## src/rtl/bsr_pkg.sv

```systemverilog
package bsr_pkg;

    localparam int QW_BITS   = 128;
    localparam int PTR_W     = 7;
    localparam int WORD_BITS = 32;
    localparam int PAIR_BITS = 2 * QW_BITS;
    localparam int AVAIL_W   = 9;

    typedef logic [QW_BITS-1:0]   qword_t;
    typedef logic [PTR_W-1:0]     bitptr_t;
    typedef logic [WORD_BITS-1:0] word_t;

    typedef struct packed {
        logic [13:0] rsvd_hi;
        logic [1:0]  buf_cnt;
        logic [7:0]  fifo_cnt;
        logic        rsvd_lo;
        bitptr_t     ptr;
    } status_t;

    function automatic word_t byte_swap32(word_t w);
        return {w[7:0], w[15:8], w[23:16], w[31:24]};
    endfunction

    // Lay out two quadwords as a serial stream: stream byte j sits at the top-down slot j.
    function automatic logic [PAIR_BITS-1:0] stream_order(qword_t first, qword_t second);
        logic [PAIR_BITS-1:0] pair;
        logic [PAIR_BITS-1:0] res;
        pair = {second, first};
        for (int j = 0; j < PAIR_BITS / 8; j++) begin
            res[PAIR_BITS-1-8*j -: 8] = pair[8*j +: 8];
        end
        return res;
    endfunction

    function automatic logic [AVAIL_W-1:0] avail_bits(logic [1:0] cnt, bitptr_t ptr);
        logic [AVAIL_W-1:0] total;
        total = {cnt, 7'd0};
        return (total >= AVAIL_W'(ptr)) ? (total - AVAIL_W'(ptr)) : '0;
    endfunction

endpackage

```

## src/rtl/bsr_infifo.sv

```systemverilog
module bsr_infifo #(
    parameter int DEPTH = 4,
    parameter int W     = 128
) (
    input  logic                         clk,
    input  logic                         rst,
    input  logic                         flush,
    input  logic                         push,
    input  logic [W-1:0]                 din,
    input  logic                         pop,
    output logic [W-1:0]                 dout,
    output logic [$clog2(DEPTH+1)-1:0]   count,
    output logic                         full,
    output logic                         empty
);
    localparam int AW = (DEPTH > 1) ? $clog2(DEPTH) : 1;
    localparam int CW = $clog2(DEPTH + 1);

    logic [W-1:0]  mem [DEPTH];
    logic [AW-1:0] wr_idx, rd_idx;
    logic [CW-1:0] cnt_q;

    function automatic logic [AW-1:0] step(logic [AW-1:0] i);
        return (i == AW'(DEPTH - 1)) ? '0 : i + 1'b1;
    endfunction

    always_ff @(posedge clk) begin
        if (push) mem[wr_idx] <= din;
    end

    always_ff @(posedge clk) begin
        if (rst || flush) begin
            wr_idx <= '0;
            rd_idx <= '0;
            cnt_q  <= '0;
        end else begin
            if (push) wr_idx <= step(wr_idx);
            if (pop)  rd_idx <= step(rd_idx);
            cnt_q <= cnt_q + CW'(push) - CW'(pop);
        end
    end

    assign dout  = mem[rd_idx];
    assign count = cnt_q;
    assign full  = (cnt_q == CW'(DEPTH));
    assign empty = (cnt_q == '0);
endmodule

```

## src/rtl/bsr_stage.sv

```systemverilog
module bsr_stage
    import bsr_pkg::*;
#(
    parameter int ADV_W = 6
) (
    input  logic             clk,
    input  logic             rst,
    input  logic             clr,
    input  bitptr_t          clr_ptr,
    input  logic             adv_valid,
    input  logic [ADV_W-1:0] adv_len,
    input  logic             fifo_empty,
    input  qword_t           fifo_data,
    output logic             fifo_pop,
    output qword_t           slot0,
    output qword_t           slot1,
    output logic [1:0]       buf_cnt,
    output bitptr_t          ptr
);
    logic [1:0]         cnt_q, cnt_mid;
    bitptr_t            ptr_q;
    qword_t             s0_q, s1_q;
    logic [AVAIL_W-1:0] avail;
    logic [PTR_W:0]     sum;
    logic               adv_ok, retire;

    always_comb begin
        avail    = avail_bits(cnt_q, ptr_q);
        adv_ok   = adv_valid && !clr && (AVAIL_W'(adv_len) <= avail);
        sum      = {1'b0, ptr_q} + (PTR_W+1)'(adv_len);
        retire   = adv_ok && sum[PTR_W];
        cnt_mid  = cnt_q - 2'(retire);
        fifo_pop = !clr && !fifo_empty && (cnt_mid < 2'd2);
    end

    always_ff @(posedge clk) begin
        if (rst) begin
            cnt_q <= '0;
            ptr_q <= '0;
        end else if (clr) begin
            cnt_q <= '0;
            ptr_q <= clr_ptr;
        end else begin
            cnt_q <= cnt_mid + 2'(fifo_pop);
            if (adv_ok) ptr_q <= sum[PTR_W-1:0];
        end
    end

    always_ff @(posedge clk) begin
        if (retire) s0_q <= s1_q;
        if (fifo_pop) begin
            if (cnt_mid == 2'd0) s0_q <= fifo_data;
            else                 s1_q <= fifo_data;
        end
    end

    assign slot0   = s0_q;
    assign slot1   = s1_q;
    assign buf_cnt = cnt_q;
    assign ptr     = ptr_q;
endmodule

```

## src/rtl/bsr_window.sv

```systemverilog
module bsr_window
    import bsr_pkg::*;
(
    input  qword_t  q0,
    input  qword_t  q1,
    input  bitptr_t ptr,
    input  logic    ok,
    output word_t   word_be,
    output word_t   word_raw
);
    logic [PAIR_BITS-1:0] strm, shifted;
    word_t                win;

    always_comb begin
        strm     = stream_order(q0, q1);
        shifted  = strm << ptr;
        win      = shifted[PAIR_BITS-1 -: WORD_BITS];
        word_be  = ok ? win : '0;
        word_raw = byte_swap32(word_be);
    end
endmodule

```

## src/rtl/bsr_reader.sv

```systemverilog
module bsr_reader
    import bsr_pkg::*;
#(
    parameter int FIFO_DEPTH = 4,
    parameter int ADV_W      = 6
) (
    input  logic               clk,
    input  logic               rst,
    input  logic               qw_valid,
    input  logic [127:0]       qw_data,
    output logic               qw_ready,
    input  logic               adv_valid,
    input  logic [ADV_W-1:0]   adv_len,
    input  logic               clr_valid,
    input  logic [6:0]         clr_ptr,
    output logic               peek_ok,
    output logic [31:0]        peek_word,
    output logic [31:0]        peek_raw,
    output logic [31:0]        status
);
    localparam int FCW = $clog2(FIFO_DEPTH + 1);

    logic           f_full, f_empty, f_pop, f_push;
    logic [FCW-1:0] f_cnt;
    qword_t         f_dout, s0, s1;
    logic [1:0]     bcnt;
    bitptr_t        ptr;
    status_t        st;

    assign qw_ready = !f_full && !clr_valid;
    assign f_push   = qw_valid && qw_ready;

    bsr_infifo #(.DEPTH(FIFO_DEPTH), .W(QW_BITS)) u_fifo (
        .clk(clk), .rst(rst), .flush(clr_valid),
        .push(f_push), .din(qw_data), .pop(f_pop),
        .dout(f_dout), .count(f_cnt), .full(f_full), .empty(f_empty)
    );

    bsr_stage #(.ADV_W(ADV_W)) u_stage (
        .clk(clk), .rst(rst), .clr(clr_valid), .clr_ptr(clr_ptr),
        .adv_valid(adv_valid), .adv_len(adv_len),
        .fifo_empty(f_empty), .fifo_data(f_dout), .fifo_pop(f_pop),
        .slot0(s0), .slot1(s1), .buf_cnt(bcnt), .ptr(ptr)
    );

    assign peek_ok = (avail_bits(bcnt, ptr) >= AVAIL_W'(WORD_BITS));

    bsr_window u_win (
        .q0(s0), .q1(s1), .ptr(ptr), .ok(peek_ok),
        .word_be(peek_word), .word_raw(peek_raw)
    );

    always_comb begin
        st          = '0;
        st.ptr      = ptr;
        st.fifo_cnt = 8'(f_cnt);
        st.buf_cnt  = bcnt;
    end
    assign status = st;
endmodule

```

## config.mk

```make
export PLATFORM = sky130hd
export DESIGN_NAME = bsr_reader
export DESIGN_NICKNAME = d
export VERILOG_FILES = /design/src/rtl/bsr_pkg.sv /design/src/rtl/bsr_infifo.sv /design/src/rtl/bsr_stage.sv /design/src/rtl/bsr_window.sv /design/src/rtl/bsr_reader.sv
export SDC_FILE = /design/constraint.sdc
export NUM_CORES = 1
export LEC_CHECK = 0
export BUFFER_PORTS_ARGS = -buffer_cell sky130_fd_sc_hd__buf_4
export CAP_MARGIN = 10
export CORE_UTILIZATION = 40
export DETAILED_ROUTE_END_ITERATION = 10
export PLACE_DENSITY = 0.59
export SYNTH_ARGS = -nofsm -noshare
export SYNTH_HDL_FRONTEND = slang
export SYNTH_HIERARCHICAL = 1
export SYNTH_SLANG_ARGS = --single-unit
```

## constraint.sdc

```tcl
create_clock -name clk -period 25.2 [get_ports clk]
set_input_delay 5.04 -clock clk [delete_from_list [all_inputs] [get_ports clk]]
set_output_delay 5.04 -clock clk [all_outputs]
set_load 0.01 [all_outputs]
```

==> flow_summary.toml, run 1 <==
[clock_network]
clk_latency_ns = 0.66
cts_resized = 0
cts_max_level = 3
cts_buffers = 84
postCtsSetupBuffers = 0
clkTransAtPathRegs_ns = 0.06
clock_path_buffers = 3
hold_buffers = 0
cts_root_buffer = "clkbuf_16"
clkSinkCount = 786
cts_tree = "yes"

[placement]
placed_area_sq_um = 42000
gp_congestion = 0.971
dp.cells = 4058
port_buffers = 223
hpwlAfterDp_mm = 79.8

[final_layout]
syn_to_final_growth_pct = 11.7
final_cell_mix = "640 x edfxtp_1, 298 x mux4_2, 267 x buf_4"
antenna_cells = 0
fin_area_sq_um = 44600
nets = 3028
multi_input_area_sq_um = 16000
drive_gt1_share_pct = 28.4
final_common_cell = "edfxtp_1"
seqCellArea_sq_um = 22200
postLayoutCoreUtil_pct = 45.2
nFillCells = 8767
fin_cells = 4215

[power_and_ir_drop]
total_power_mw = 4.31
p_per_area_nw_per_um2 = 96.5
peakVddDrop_mv = 0.0529
power_leakage_nw = 14.7

[sta]
slew_violations = 0
period_needed_ns = 10.71
tns_ns = 0
finalHoldViolCount = 0
rsz0062_at_grt = "false"
fmax_mhz = 93.3
worstMarginPinSlew_ns = 1.28
slew_headroom_pct = 14.4
period_share_pct = 42.5
fin_skew_ns = 0.0236
setup_violations = 0

[synth]
syn_area_per_cell_sq_um = 14.4
async_flop_share_pct = 0
ys_ff_latch = 786
synth-edff-count = 640
synth.area.top_cells = "edfxtp_1 48%, mux4_2 17%, dfxtp_1 7.3%"
synth_ff_type = "edfxtp_1"
synth_top_cell_by_area = "edfxtp_1"
synth.top_cell.area_share_pct = 48.1
yosysUniqueCellTypes = 83
yosysSeqAreaShare_pct = 55.4
yosys_warnings = 6
synthesis.area_sq_um = 40000
synth_cells = 2767

[global_route]
antenna_found_initial = 2
grt_pass1_wl_mm = 173
grt_overflow = 0
grt_pass1_vias = 25500
grt_max_degree = 131
grt_use_total_pct = 22.5

[route]
totalWireLength_mm = 115
drt_iter0_markers = 2261
dr.pass1.iters = 6
ant_nets = 0
route.detailed.drc = 0
wire_per_inst_um = 27.3
avgViaCountPerCell = 6.13
route.vias.total = 25900

[setup_path]
cp-start-kind = "flip-flop"
critPathKind = "reg2out"
critical_path.endpoint_type = "primary output"
arrival_ns = 5.67
worstPathMaxFanout = 56
crit_required_ns = 20.16

[min_path]
hold_path_class = "reg2reg"

[die]
ioPinCount = 244
fp.dieH_um = 318
num_rows = 115
die_w_um = 318
core_sq_um = 98700
dieArea_sq_um = 101000
initial_core_util_pct = 40.5

[status]
outcome = "completed"

[flow_run]
maxCapViolations = 0
==> per-stage QoR <==
step	hold slack, ns	worst slack (ns)
final	0.510	14.49
after global routing	0.544	14.40
after CTS	0.511	14.59
after detailed placement	0.499	14.59
after global placement	0.483	14.55
after floorplan	0.464	4.93
==> synth_stat cells, drive strengths merged (5+ instances only) <==
master    n
or2       7
nor3     39
xnor2     5
a21oi    34
mux2    103
and3      7
a22oi    18
o21ai   178
dfxtp   146
o211ai    5
a211oi   21
o221ai    7
a221oi   19
o22ai    24
nand3   145
a221o     5
nand2b    5
edfxtp  640
o32ai     6
and2     24
a22o      5
mux4    312
clkbuf  102
nor2    233
nand4     5
inv      24
buf     181
nor2b     8
mux2i   146
nor4     11
nand2    74
ha       22
a31oi   133
a311oi    7
==> flip-flops by register name (all words and copies together) (netlist names), named ones only <==
| register | count |
|---|---|
| u_stage/slot1 | 128 |
| u_stage/slot0 | 128 |
| u_fifo/rd_idx | 2 |
| u_fifo/mem | 512 |
| u_stage/ptr | 7 |
| u_stage/buf_cnt | 2 |
| u_fifo/count | 3 |
| u_fifo/wr_idx | 2 |
==> final timing paths <==
check	from	end	slack, ns	cells past startpoint
worst max-delay path	u_stage/ptr[1]$_SDFFE_PP0P_	peek_word[20]	14.49	11
worst min-delay path	u_stage/slot0[7]$_DFF_P_	u_stage/slot0[7]$_DFF_P_	0.51	2
worst max register to register	u_stage/ptr[1]$_SDFFE_PP0P_	u_stage/slot0[59]$_DFF_P_	18.21	19
worst min register to register	u_stage/slot0[7]$_DFF_P_	u_stage/slot0[7]$_DFF_P_	0.51	2
==> worst max-delay path, cell delays in order, from the launching register on <==
cell and delay, ns:
dfxtp_4 0.87, inv_1 0.11, ha_1 0.25, nor3_1 0.19, o21ai_1 0.09, a32oi_1 0.42, buf_4 0.37, clkinv_1 0.71
a21oi_1 0.50, o211ai_1 0.25, a211oi_1 0.93, buf_4 0.27
==> metal layers <==
metal	global-route usage [%]	vias up	share of wire [%]
met1	32.5	13400	45
met4	5.25	0	1.8
li1	-	11300	-
met2	35.6	1059	47
met3	3.83	138	6.5
met5	0	-	0
==> area by class of cell <==
type | count | share of cell area (%)
tap | 1287 | 3.61
clock inverter | 52 | 1.00
sequential | 786 | 49.6
clock buffer | 104 | 5.01
multi-input combinational | 1689 | 35.9
timing repair buffer | 269 | 4.55
inverter | 28 | 0.241
==> kinds of logic after synthesis <==
group                    share of synthesized area, %
other                                         0.00939
AND/OR/NAND/NOR                                  6.55
buffers and inverters                            4.70
adder cells (fa/ha/maj)                         0.789
XOR/XNOR                                        0.257
multiplexers                                     24.3
flip-flops                                       55.4
AO/OA/AOI/OAI                                    8.00
==> where the power goes <==
part | leakage (nW) | internal, mW | switching, mW
clock | 1.31 | 0.681 | 0.510
combinational | 6.31 | 0.602 | 0.761
sequential | 7.03 | 1.53 | 0.222
total | 14.7 | 2.82 | 1.49
Note: power is estimated with default switching activity, not from simulation.
==> run 2, diff against run 1 <==
- ABC_AREA: unset -> 1
- PLACE_DENSITY: 0.59 -> 0.61
- clock period: 25.2 -> 9.7 ns (I/O delays scaled with it)
==> run 2 against run 1 <==
Against the previous run:
- critical path type is now reg2reg
- critical path depth grew 16
- core utilization is 0.69 points lower
- highest routed layer is now met5
- critical endpoint is now u_stage/slot0[37]$_DFF_P_
- global-route usage fell by 0.58 points
- the flow now finishes with violations (design-rule violations)
- combinational power rose to 2.6 times the previous value
- design area increased by 5.5%
- first-iteration DRC count increased by 75%
- final cell count is 56% higher
- via count grew 36%
- count of clock-buffer cells in the layout up 9
- worst hold slack got worse by 0.019 ns
==> flow_summary.toml, run 2 <==
[synth]
yosysUniqueCellTypes = 45
yosys_warnings = 6
synthesis.area_sq_um = 42800
synth.top_cells.by_count = "1396 x nand2_1, 1145 x nand3_1, 640 x edfxtp_1, 555 x inv_1, 171 x a21oi_1"
synth.top_cell.area_share_pct = 44.9
ys_ff_latch = 786
synth_most_common_cell = "nand2_1"
synth_top_cell_by_area = "edfxtp_1"
yosysSeqAreaShare_pct = 51.7
synth-edff-count = 640
synth.area.top_cells = "edfxtp_1 45%, nand3_1 13%, nand2_1 12%"
async_flop_share_pct = 0
synth_cells = 5162
syn_area_per_cell_sq_um = 8.29
synth_ff_type = "edfxtp_1"

[final_layout]
drive_gt1_share_pct = 10.3
postLayoutCoreUtil_pct = 44.5
final_cell_mix = "1395 x nand2_1, 1145 x nand3_1, 640 x edfxtp_1"
largest_register_ffs = 512
regMostFlops = "u_fifo/mem"
fin_area_sq_um = 47100
syn_to_final_growth_pct = 10.0
nFillCells = 10500
nets = 5290
final_common_cell = "nand2_1"
antenna_cells = 0

[sta]
setup_violations = 0
fmax_mhz = 141
slew_violations = 0
rsz0062_at_grt = "false"
period_needed_ns = 7.10
fin_skew_ns = 0.0316
finalHoldViolCount = 0
slew_headroom_pct = 25.3
worstMarginPinSlew_ns = 1.12
period_share_pct = 73.2
tns_ns = 0

[clock_network]
cts_root_buffer = "clkbuf_16"
cts_max_level = 3
postCtsSetupBuffers = 0
cts_resized = 0
clk_latency_ns = 0.64
clkSinkCount = 786
hold_buffers = 0
cts_buffers = 84
clock_path_buffers = 3
cts_tree = "yes"
clkTransAtPathRegs_ns = 0.06

[status]
failed_checks = "design-rule violations"
outcome = "finished, violations left"

[route]
dr.pass1.iters = 11
ant_nets = 0
route.detailed.drc = 21
route.vias.total = 35300
totalWireLength_mm = 122
avgViaCountPerCell = 5.36
wire_per_inst_um = 18.5
drt_iter0_markers = 3959

[global_route]
grt_use_total_pct = 22.0
grt_pass1_wl_mm = 185
grt_max_degree = 228
grt_pass1_vias = 31500
grt_overflow = 0
antenna_found_initial = 2

[die]
fp.dieH_um = 329
num_rows = 119
ioPinCount = 244
die_w_um = 329
core_sq_um = 106000
dieArea_sq_um = 108000
initial_core_util_pct = 40.5

[power_and_ir_drop]
p_per_area_nw_per_um2 = 237
peakVddDrop_mv = 0.164
power_leakage_nw = 20.0

[flow_run]
maxCapViolations = 0

[placement]
port_buffers = 223
hpwlAfterDp_mm = 82.0
gp_congestion = 0.991
placed_area_sq_um = 44300

[setup_path]
crit_required_ns = 10.28
cp-start-kind = "flip-flop"
arrival_ns = 7.69
worstPathMaxFanout = 82
critPathKind = "reg2reg"
critical_path.endpoint_type = "flip-flop"

[min_path]
hold_path_class = "reg2reg"
[run 2: changes by cell type after synthesis, moves of 137 or more]
cell,delta
inv_1,+532
nand2_1,+1322
mux2i_1,-146
mux4_2,-298
nand3_1,+1000
a21oi_1,+137
[run 2: logic make-up after synthesis]
group | synth area share [%]
and+or+nand+nor | 30.5
DFF | 51.7
other | 0.00876
adders and majority gates | 0.737
xor gates and xnor gates | 0.143
AOI/OAI and AO/OA | 6.18
buffers and inverters | 10.7
[run 2: final cells by class]
class	instances	area [sq um]	share of cell area, %
inverters	565	2150	4.56
well taps	1391	1740	3.70
flip-flops and latches	786	22200	47.1
clock buffers	113	2350	5.00
multi-input cells	3422	16200	34.3
repair buffers	261	2030	4.32
clock inverters	43	483	1.03
[run 2: critical path, cell delays in order, from the launching register on]
cell and delay (ns):
dfxtp_4 0.89, inv_1 0.19, ha_1 0.30, nand2_2 0.10
inv_1 0.05, nand2_2 0.08, nand3b_2 0.09, nor2_1 0.18
a21oi_1 0.06, o21ai_0 0.12, ha_1 0.30, nand2_1 0.07
nand2_1 0.05, nand2_1 0.05, nand3_1 0.07, a21oi_1 0.16
nor2_2 0.07, nand2_4 0.61, nand3_4 0.39, inv_1 0.13
ha_1 0.16, xor2_1 0.08, nor3_2 0.39, nand2_4 0.57
inv_4 0.64, buf_4 0.79, nand2_1 0.13, nand2_1 0.11
[run 2: routing by layer]
metal	track usage, %	up-vias	share of wire (%)
met1	32.3	16600	45
met5	0	-	0.022
met3	4.39	180	8.6
met4	5.39	4	2.2
met2	32.9	1300	44
li1	-	17200	-
[run 2: per-stage QoR]
step                      total power, mW  setup slack (ns)  hold WS (ns)  std cells
after floorplan                      6.74              2.05         0.458       5181
after global placement               7.87              2.65         0.471       6425
after detailed placement             7.90              2.55         0.473       6425
after CTS                            11.2              2.56         0.490       6581
after global routing                 11.8              1.97         0.514       6581
final                                11.2              2.60         0.491       6581
[run 2: worst paths after layout]
check	from	to	slack, ns	cells after the start
max	u_stage/ptr[0]$_SDFFE_PP0P_	u_stage/slot0[37]$_DFF_P_	2.60	27
min	u_fifo/rd_idx[1]$_SDFFE_PP0P_	flip-flop	0.49	2
max reg2reg	u_stage/ptr[0]$_SDFFE_PP0P_	u_stage/slot0[37]$_DFF_P_	2.60	27
min reg2reg	u_fifo/rd_idx[1]$_SDFFE_PP0P_	flip-flop	0.49	2
[run 2: power by group]
part / internal [mW] / total [mW] / leakage (nW) / switching, mW
Combinational: 1.14 / 3.55 / 11.6 / 2.41
Clock: 1.93 / 3.24 / 1.40 / 1.31
Sequential: 3.98 / 4.38 / 7.03 / 0.395
Total: 7.05 / 11.2 / 20.0 / 4.11
